<file path="src/rtl/alu8_pkg.sv">
package alu8_pkg;
  localparam int OP_W = 4;

  typedef enum logic [OP_W-1:0] {
    OP_ADD  = 4'd0,
    OP_SUB  = 4'd1,
    OP_AND  = 4'd2,
    OP_OR   = 4'd3,
    OP_XOR  = 4'd4,
    OP_COM  = 4'd5,
    OP_INC  = 4'd6,
    OP_DEC  = 4'd7,
    OP_RL   = 4'd8,
    OP_RR   = 4'd9,
    OP_SWAP = 4'd10,
    OP_PASS = 4'd11,
    OP_CLR  = 4'd12,
    OP_RSV0 = 4'd13,
    OP_RSV1 = 4'd14,
    OP_RSV2 = 4'd15
  } alu_op_e;

  typedef struct packed {
    logic c;
    logic dc;
    logic z;
  } flag_set_t;
endpackage

</file>
<file path="src/rtl/alu8_addsub.sv">
module alu8_addsub #(
  parameter int WIDTH = 8,
  parameter int NIB_W = 4
) (
  input  logic [WIDTH-1:0] a_i,
  input  logic [WIDTH-1:0] b_i,
  input  logic             cin_i,
  output logic [WIDTH-1:0] sum_o,
  output logic             cout_o,
  output logic             dcout_o
);
  localparam int HI_W = WIDTH - NIB_W;

  logic [NIB_W:0] lo_sum;
  logic [HI_W:0]  hi_sum;

  // split at the digit boundary so the half carry is a real adder output
  always_comb begin
    lo_sum = {1'b0, a_i[NIB_W-1:0]} + {1'b0, b_i[NIB_W-1:0]} + {{NIB_W{1'b0}}, cin_i};
    hi_sum = {1'b0, a_i[WIDTH-1:NIB_W]} + {1'b0, b_i[WIDTH-1:NIB_W]} + {{HI_W{1'b0}}, lo_sum[NIB_W]};
  end

  assign sum_o   = {hi_sum[HI_W-1:0], lo_sum[NIB_W-1:0]};
  assign cout_o  = hi_sum[HI_W];
  assign dcout_o = lo_sum[NIB_W];
endmodule

</file>
<file path="src/rtl/alu8_bitops.sv">
module alu8_bitops
  import alu8_pkg::*;
#(
  parameter int WIDTH = 8
) (
  input  alu_op_e          op_i,
  input  logic [WIDTH-1:0] w_i,
  input  logic [WIDTH-1:0] f_i,
  input  logic             c_i,
  output logic [WIDTH-1:0] res_o,
  output logic             rot_c_o
);
  localparam int HALF = WIDTH / 2;

  logic [WIDTH-1:0] swapped;

  generate
    if (WIDTH % 2 == 0) begin : g_even
      assign swapped = {f_i[HALF-1:0], f_i[WIDTH-1:HALF]};
    end else begin : g_odd
      assign swapped = f_i;
    end
  endgenerate

  always_comb begin
    rot_c_o = 1'b0;
    unique case (op_i)
      OP_AND:  res_o = w_i & f_i;
      OP_OR:   res_o = w_i | f_i;
      OP_XOR:  res_o = w_i ^ f_i;
      OP_COM:  res_o = ~f_i;
      OP_CLR:  res_o = '0;
      OP_SWAP: res_o = swapped;
      OP_RL: begin
        res_o   = {f_i[WIDTH-2:0], c_i};
        rot_c_o = f_i[WIDTH-1];
      end
      OP_RR: begin
        res_o   = {c_i, f_i[WIDTH-1:1]};
        rot_c_o = f_i[0];
      end
      default: res_o = f_i;
    endcase
  end
endmodule

</file>
<file path="src/rtl/alu8_flagsel.sv">
module alu8_flagsel
  import alu8_pkg::*;
(
  input  alu_op_e   op_i,
  output flag_set_t we_o,
  output logic      arith_o,
  output logic      rot_o
);
  always_comb begin
    we_o    = '0;
    arith_o = 1'b0;
    rot_o   = 1'b0;
    unique case (op_i)
      OP_ADD, OP_SUB: begin
        we_o    = '{c: 1'b1, dc: 1'b1, z: 1'b1};
        arith_o = 1'b1;
      end
      OP_INC, OP_DEC: begin
        we_o.z  = 1'b1;
        arith_o = 1'b1;
      end
      OP_AND, OP_OR, OP_XOR, OP_COM, OP_PASS, OP_CLR: we_o.z = 1'b1;
      OP_RL, OP_RR: begin
        we_o.c = 1'b1;
        rot_o  = 1'b1;
      end
      default: we_o = '0;
    endcase
  end
endmodule

</file>
<file path="src/rtl/alu8_core.sv">
module alu8_core
  import alu8_pkg::*;
#(
  parameter int WIDTH = 8,
  parameter int NIB_W = 4
) (
  input  logic             clk_i,
  input  logic             rst_ni,
  input  logic             valid_i,
  input  logic [OP_W-1:0]  op_i,
  input  logic [WIDTH-1:0] w_i,
  input  logic [WIDTH-1:0] f_i,
  input  logic             c_i,
  output logic             valid_o,
  output logic [WIDTH-1:0] res_o,
  output logic             c_o,
  output logic             dc_o,
  output logic             z_o,
  output logic             c_we_o,
  output logic             dc_we_o,
  output logic             z_we_o
);
  alu_op_e          op;
  logic [WIDTH-1:0] add_a, add_b, add_sum, bit_res, res_d;
  logic             add_cin, add_cout, add_dc, rot_c;
  logic             is_arith, is_rot;
  flag_set_t        we_d, flag_d;

  assign op = alu_op_e'(op_i);

  // one adder serves add, subtract, increment and decrement
  always_comb begin
    add_a   = f_i;
    add_b   = w_i;
    add_cin = 1'b0;
    unique case (op)
      OP_SUB: begin add_b = ~w_i;  add_cin = 1'b1; end
      OP_INC: begin add_b = '0;    add_cin = 1'b1; end
      OP_DEC: begin add_b = '1;    add_cin = 1'b0; end
      default: ;
    endcase
  end

  alu8_addsub #(.WIDTH(WIDTH), .NIB_W(NIB_W)) u_addsub (
    .a_i     (add_a),
    .b_i     (add_b),
    .cin_i   (add_cin),
    .sum_o   (add_sum),
    .cout_o  (add_cout),
    .dcout_o (add_dc)
  );

  alu8_bitops #(.WIDTH(WIDTH)) u_bitops (
    .op_i    (op),
    .w_i     (w_i),
    .f_i     (f_i),
    .c_i     (c_i),
    .res_o   (bit_res),
    .rot_c_o (rot_c)
  );

  alu8_flagsel u_flagsel (
    .op_i    (op),
    .we_o    (we_d),
    .arith_o (is_arith),
    .rot_o   (is_rot)
  );

  always_comb begin
    res_d     = is_arith ? add_sum : bit_res;
    flag_d.c  = is_rot ? rot_c : add_cout;
    flag_d.dc = add_dc;
    flag_d.z  = (res_d == '0);
  end

  always_ff @(posedge clk_i or negedge rst_ni) begin
    if (!rst_ni) begin
      valid_o <= 1'b0;
      res_o   <= '0;
      c_o     <= 1'b0;
      dc_o    <= 1'b0;
      z_o     <= 1'b0;
      c_we_o  <= 1'b0;
      dc_we_o <= 1'b0;
      z_we_o  <= 1'b0;
    end else begin
      valid_o <= valid_i;
      c_we_o  <= valid_i & we_d.c;
      dc_we_o <= valid_i & we_d.dc;
      z_we_o  <= valid_i & we_d.z;
      if (valid_i) begin
        res_o <= res_d;
        c_o   <= flag_d.c;
        dc_o  <= flag_d.dc;
        z_o   <= flag_d.z;
      end
    end
  end
endmodule

</file>
<file path="config.mk">
export PLATFORM = sky130hd
export DESIGN_NAME = alu8_core
export DESIGN_NICKNAME = d
export VERILOG_FILES = /design/src/rtl/alu8_pkg.sv /design/src/rtl/alu8_addsub.sv /design/src/rtl/alu8_bitops.sv /design/src/rtl/alu8_flagsel.sv /design/src/rtl/alu8_core.sv
export SDC_FILE = /design/constraint.sdc
export NUM_CORES = 1
export LEC_CHECK = 0
export BUFFER_PORTS_ARGS = -buffer_cell sky130_fd_sc_hd__buf_2
export CORE_MARGIN = 5
export CORE_UTILIZATION = 41
export DETAILED_ROUTE_END_ITERATION = 12
export PLACE_DENSITY = 0.66
export SLEW_MARGIN = 5
export SYNTH_ARGS = -nofsm -noshare
export SYNTH_HDL_FRONTEND = slang
export SYNTH_HIERARCHICAL = 1
export SYNTH_SLANG_ARGS = --single-unit
</file>
<file path="constraint.sdc">
create_clock -name clk_i -period 0.8 [get_ports clk_i]
set_input_delay 0.24 -clock clk_i [delete_from_list [all_inputs] [get_ports clk_i]]
set_output_delay 0.24 -clock clk_i [all_outputs]
set_load 0.05 [all_outputs]
</file>
==> flow_summary.json <==
{
  "cts_inserted_buffers": 3,
  "cts_tree": "done",
  "viasPerCell": 5.87,
  "worstPathRequired_ns": 0.96,
  "cts-root-buf": "clkbuf_8",
  "vias": 2708,
  "peakVddDrop_v": 0.00100,
  "clk_latency_ns": 0.25,
  "status": "complete, but fails checks",
  "num-nets-final": 440,
  "synth-seq-area-share_pct": 16.2,
  "final_antenna_net_count": 0,
  "holdPathEnd": "valid_o",
  "grt_pass1_wl_um": 12200,
  "grt_overflow_total": 0,
  "wl_um": 7900,
  "critPathMaxFanout": 4,
  "ys.warnings.count": 6,
  "drtIter0Drc": 265,
  "power_frac_clock_pct": 14.2,
  "syn_avg_cell_area_um2": 8.15,
  "grt_pass1_vias": 2566,
  "violations": "setup timing",
  "rsz0062_at_grt": "yes",
  "timing.rr.end": "dc_o",
  "ios": 39,
  "start_util_pct": 42.0,
  "area_growth_syn_to_layout_pct": 53.8,
  "portBuffers": 38,
  "crit_slowest_cell": "fa_1",
  "dieArea_um2": 7250,
  "p_int_uw": 2600,
  "diodes": 0,
  "dp_hpwl_um": 5470,
  "cp.buffers_inverters": 5,
  "final_cell_mix": "buf_4, inv_1, nor2_1",
  "final_common_cell": "buf_4",
  "pwr-share-seq_pct": 21.7,
  "place_ws_ns": -2.89,
  "synth_edf_count": 0,
  "ys_ff_latch": 15,
  "core_area_um2": 5510,
  "finalSetupViolCount": 28,
  "synthArstFlopShare_pct": 100,
  "finalPower_uw": 4420,
  "syn-num-nets": 334,
  "max_freq_ghz": 0.295,
  "antenna_found_initial": 0,
  "layout.cells.non_filler": 461,
  "clockBufferDepth": 2,
  "arrival_ns": 3.55,
  "route.detailed.drc": 0,
  "synthCells": 284,
  "dieHeight_um": 85.1,
  "grt_max_degree": 32,
  "fin_crit_ns": 3.39,
  "clkTransAtPathRegs_ns": 0.06,
  "fin_ws_ns": -2.59,
  "wire_per_inst_um": 17.1,
  "slew_viol_final": 0,
  "min_path_type": "input pin to flip-flop",
  "layout-drive-gt1-share_pct": 45.0,
  "synth_area_um2": 2310,
  "p_leak_uw": 0.00171,
  "setup_tns_ns": -23.18,
  "crit_path_start_kind": "input pin",
  "p_sw_uw": 1820,
  "finClkSkew_ns": 0,
  "dp_cells": 443,
  "worstMarginPinSlew_ns": 0.389,
  "cpPeakStageDelay_ns": 0.50,
  "rows": 27,
  "crit_top_cell": "fa_2",
  "worstHoldPathCells": 2,
  "path_cells": "buf_8 > or3b_1 > a21oi_1 > inv_1 > fa_2 > inv_2 > fa_2 > a21o_1 > a21o_1 > fa_2 > inv_2 > fa_1 > inv_1 > or4b_1 > o22a_1 > o32ai_2",
  "synth_flop_cell": "dfrtp_1",
  "r2r_cells": 2,
  "reg2reg_slack_ns": -0.13,
  "period_share_pct": 424,
  "whs_ns": 0.330,
  "htree_levels": 1,
  "place_congestion": 0.874,
  "cp-end-kind": "flip-flop",
  "max_cap_violations": 0,
  "crit_type": "input pin to flip-flop",
  "swShare_pct": 41.1,
  "numClockSinks": 15,
  "crit_cells": 16,
  "reg2reg_from": "dc_o",
  "max_slew_margin_pct": 74.0,
  "min_from": "valid_i",
  "die_w_um": 85.1,
  "final-hold-violation-count": 0,
  "first_pass_iters": 5,
  "power_frac_comb_pct": 64.2,
  "ys_types": 58,
  "grtUsageTotal_pct": 20.6,
  "power_density_nw_per_um2": 1240,
  "critPathTopFamily": "adder cells"
}
## timing repair
item	CTS	global route
hold buffers	1	0
cloned	2	1
setup buffers	8	6
resized for setup	72	11
setup endpoints to repair	29	29
pin swaps	20	3
endpoints found under the hold margin	15	0
## cell families after synthesis
family	Yosys count	synth area share, %
AO/OA/AOI/OAI	84	27.8
AND/OR/NAND/NOR	83	19.1
buffers and inverters	48	9.68
adder cells (fa/ha/maj)	26	15.4
multiplexers	23	10.0
flip-flops	15	16.2
XOR/XNOR	5	1.89
## sequential cells by signal, summed over array words and instances, names as in the netlist
register  flops
res_o         8
c_o           1
c_we_o        1
dc_o          1
dc_we_o       1
valid_o       1
z_o           1
z_we_o        1
## final cells by class
class / count / area (um^2)
sequential: 15 / 393
fill: 437 / 1950
timing repair buffer: 120 / 1080
inverter: 29 / 109
clock buffer: 3 / 41.3
tap: 72 / 90.1
multi-input combinational: 221 / 1840
clock inverter: 1 / 5.00
## power by group through the flow
stage	Sequential [uW]	Combinational, uW	Clock (uW)
final	958	2840	627
after global routing	969	3020	673
after CTS	955	2650	628
after detailed placement	941	2260	0
after global placement	938	2210	0
after floorplan	1310	1010	0
## routing by layer
layer	up-vias	routed length [um]	share of wire [%]	GRT usage (%)
met2	145	3960	50	37.1
met5	-	0	0	0
met1	1283	3040	38	25.4
li1	1252	-	-	-
met4	0	293	3.7	5.47
met3	28	605	7.7	3.11
## metrics by stage
stage               area, um^2  util (%)
floorplan                 2370         -
global placement          3030      55.0
detailed placement        3030      55.0
CTS                       3450      62.6
global route              3560      64.6
finish                    3560      64.6
## cell usage after synthesis, drive strengths merged, types with 2 or more instances
| cell | n | share of area, % |
|---|---|---|
| a21o | 5 | 1.6 |
| a21oi | 15 | 3.6 |
| a221o | 3 | 1.3 |
| a22o | 6 | 2.3 |
| a22oi | 5 | 1.6 |
| a2bb2oi | 3 | 1.1 |
| a31oi | 3 | 0.81 |
| a32o | 2 | 0.86 |
| a32oi | 2 | 0.76 |
| and2 | 5 | 1.4 |
| and2b | 3 | 0.97 |
| buf | 13 | 4.0 |
| clkbuf | 6 | 0.97 |
| dfrtp | 15 | 16 |
| fa | 4 | 3.5 |
| ha | 22 | 12 |
| inv | 29 | 4.7 |
| mux2i | 22 | 9.5 |
| nand2 | 16 | 2.6 |
| nand2b | 7 | 1.9 |
| nand3 | 2 | 0.43 |
| nand3b | 4 | 1.3 |
| nor2 | 25 | 4.1 |
| nor2b | 6 | 1.6 |
| nor3 | 2 | 0.43 |
| nor3b | 3 | 1.2 |
| nor4 | 3 | 0.81 |
| o211ai | 4 | 1.3 |
| o21ai | 14 | 3.2 |
| o221a | 8 | 3.9 |
| o22ai | 3 | 0.81 |
| o32ai | 3 | 1.5 |
| xnor2 | 2 | 0.76 |
| xor2 | 3 | 1.1 |
## worst max path at each step
stage                  from   to  slack, ns
floorplan           op_i[2]  z_o      -2.76
finish              op_i[2]  z_o      -2.59
global placement    op_i[2]  z_o      -2.80
detailed placement  op_i[2]  z_o      -2.89
CTS                 op_i[2]  z_o      -2.53
global route        op_i[2]  z_o      -2.69
No activity file was read; power rests on OpenSTA's default activity.
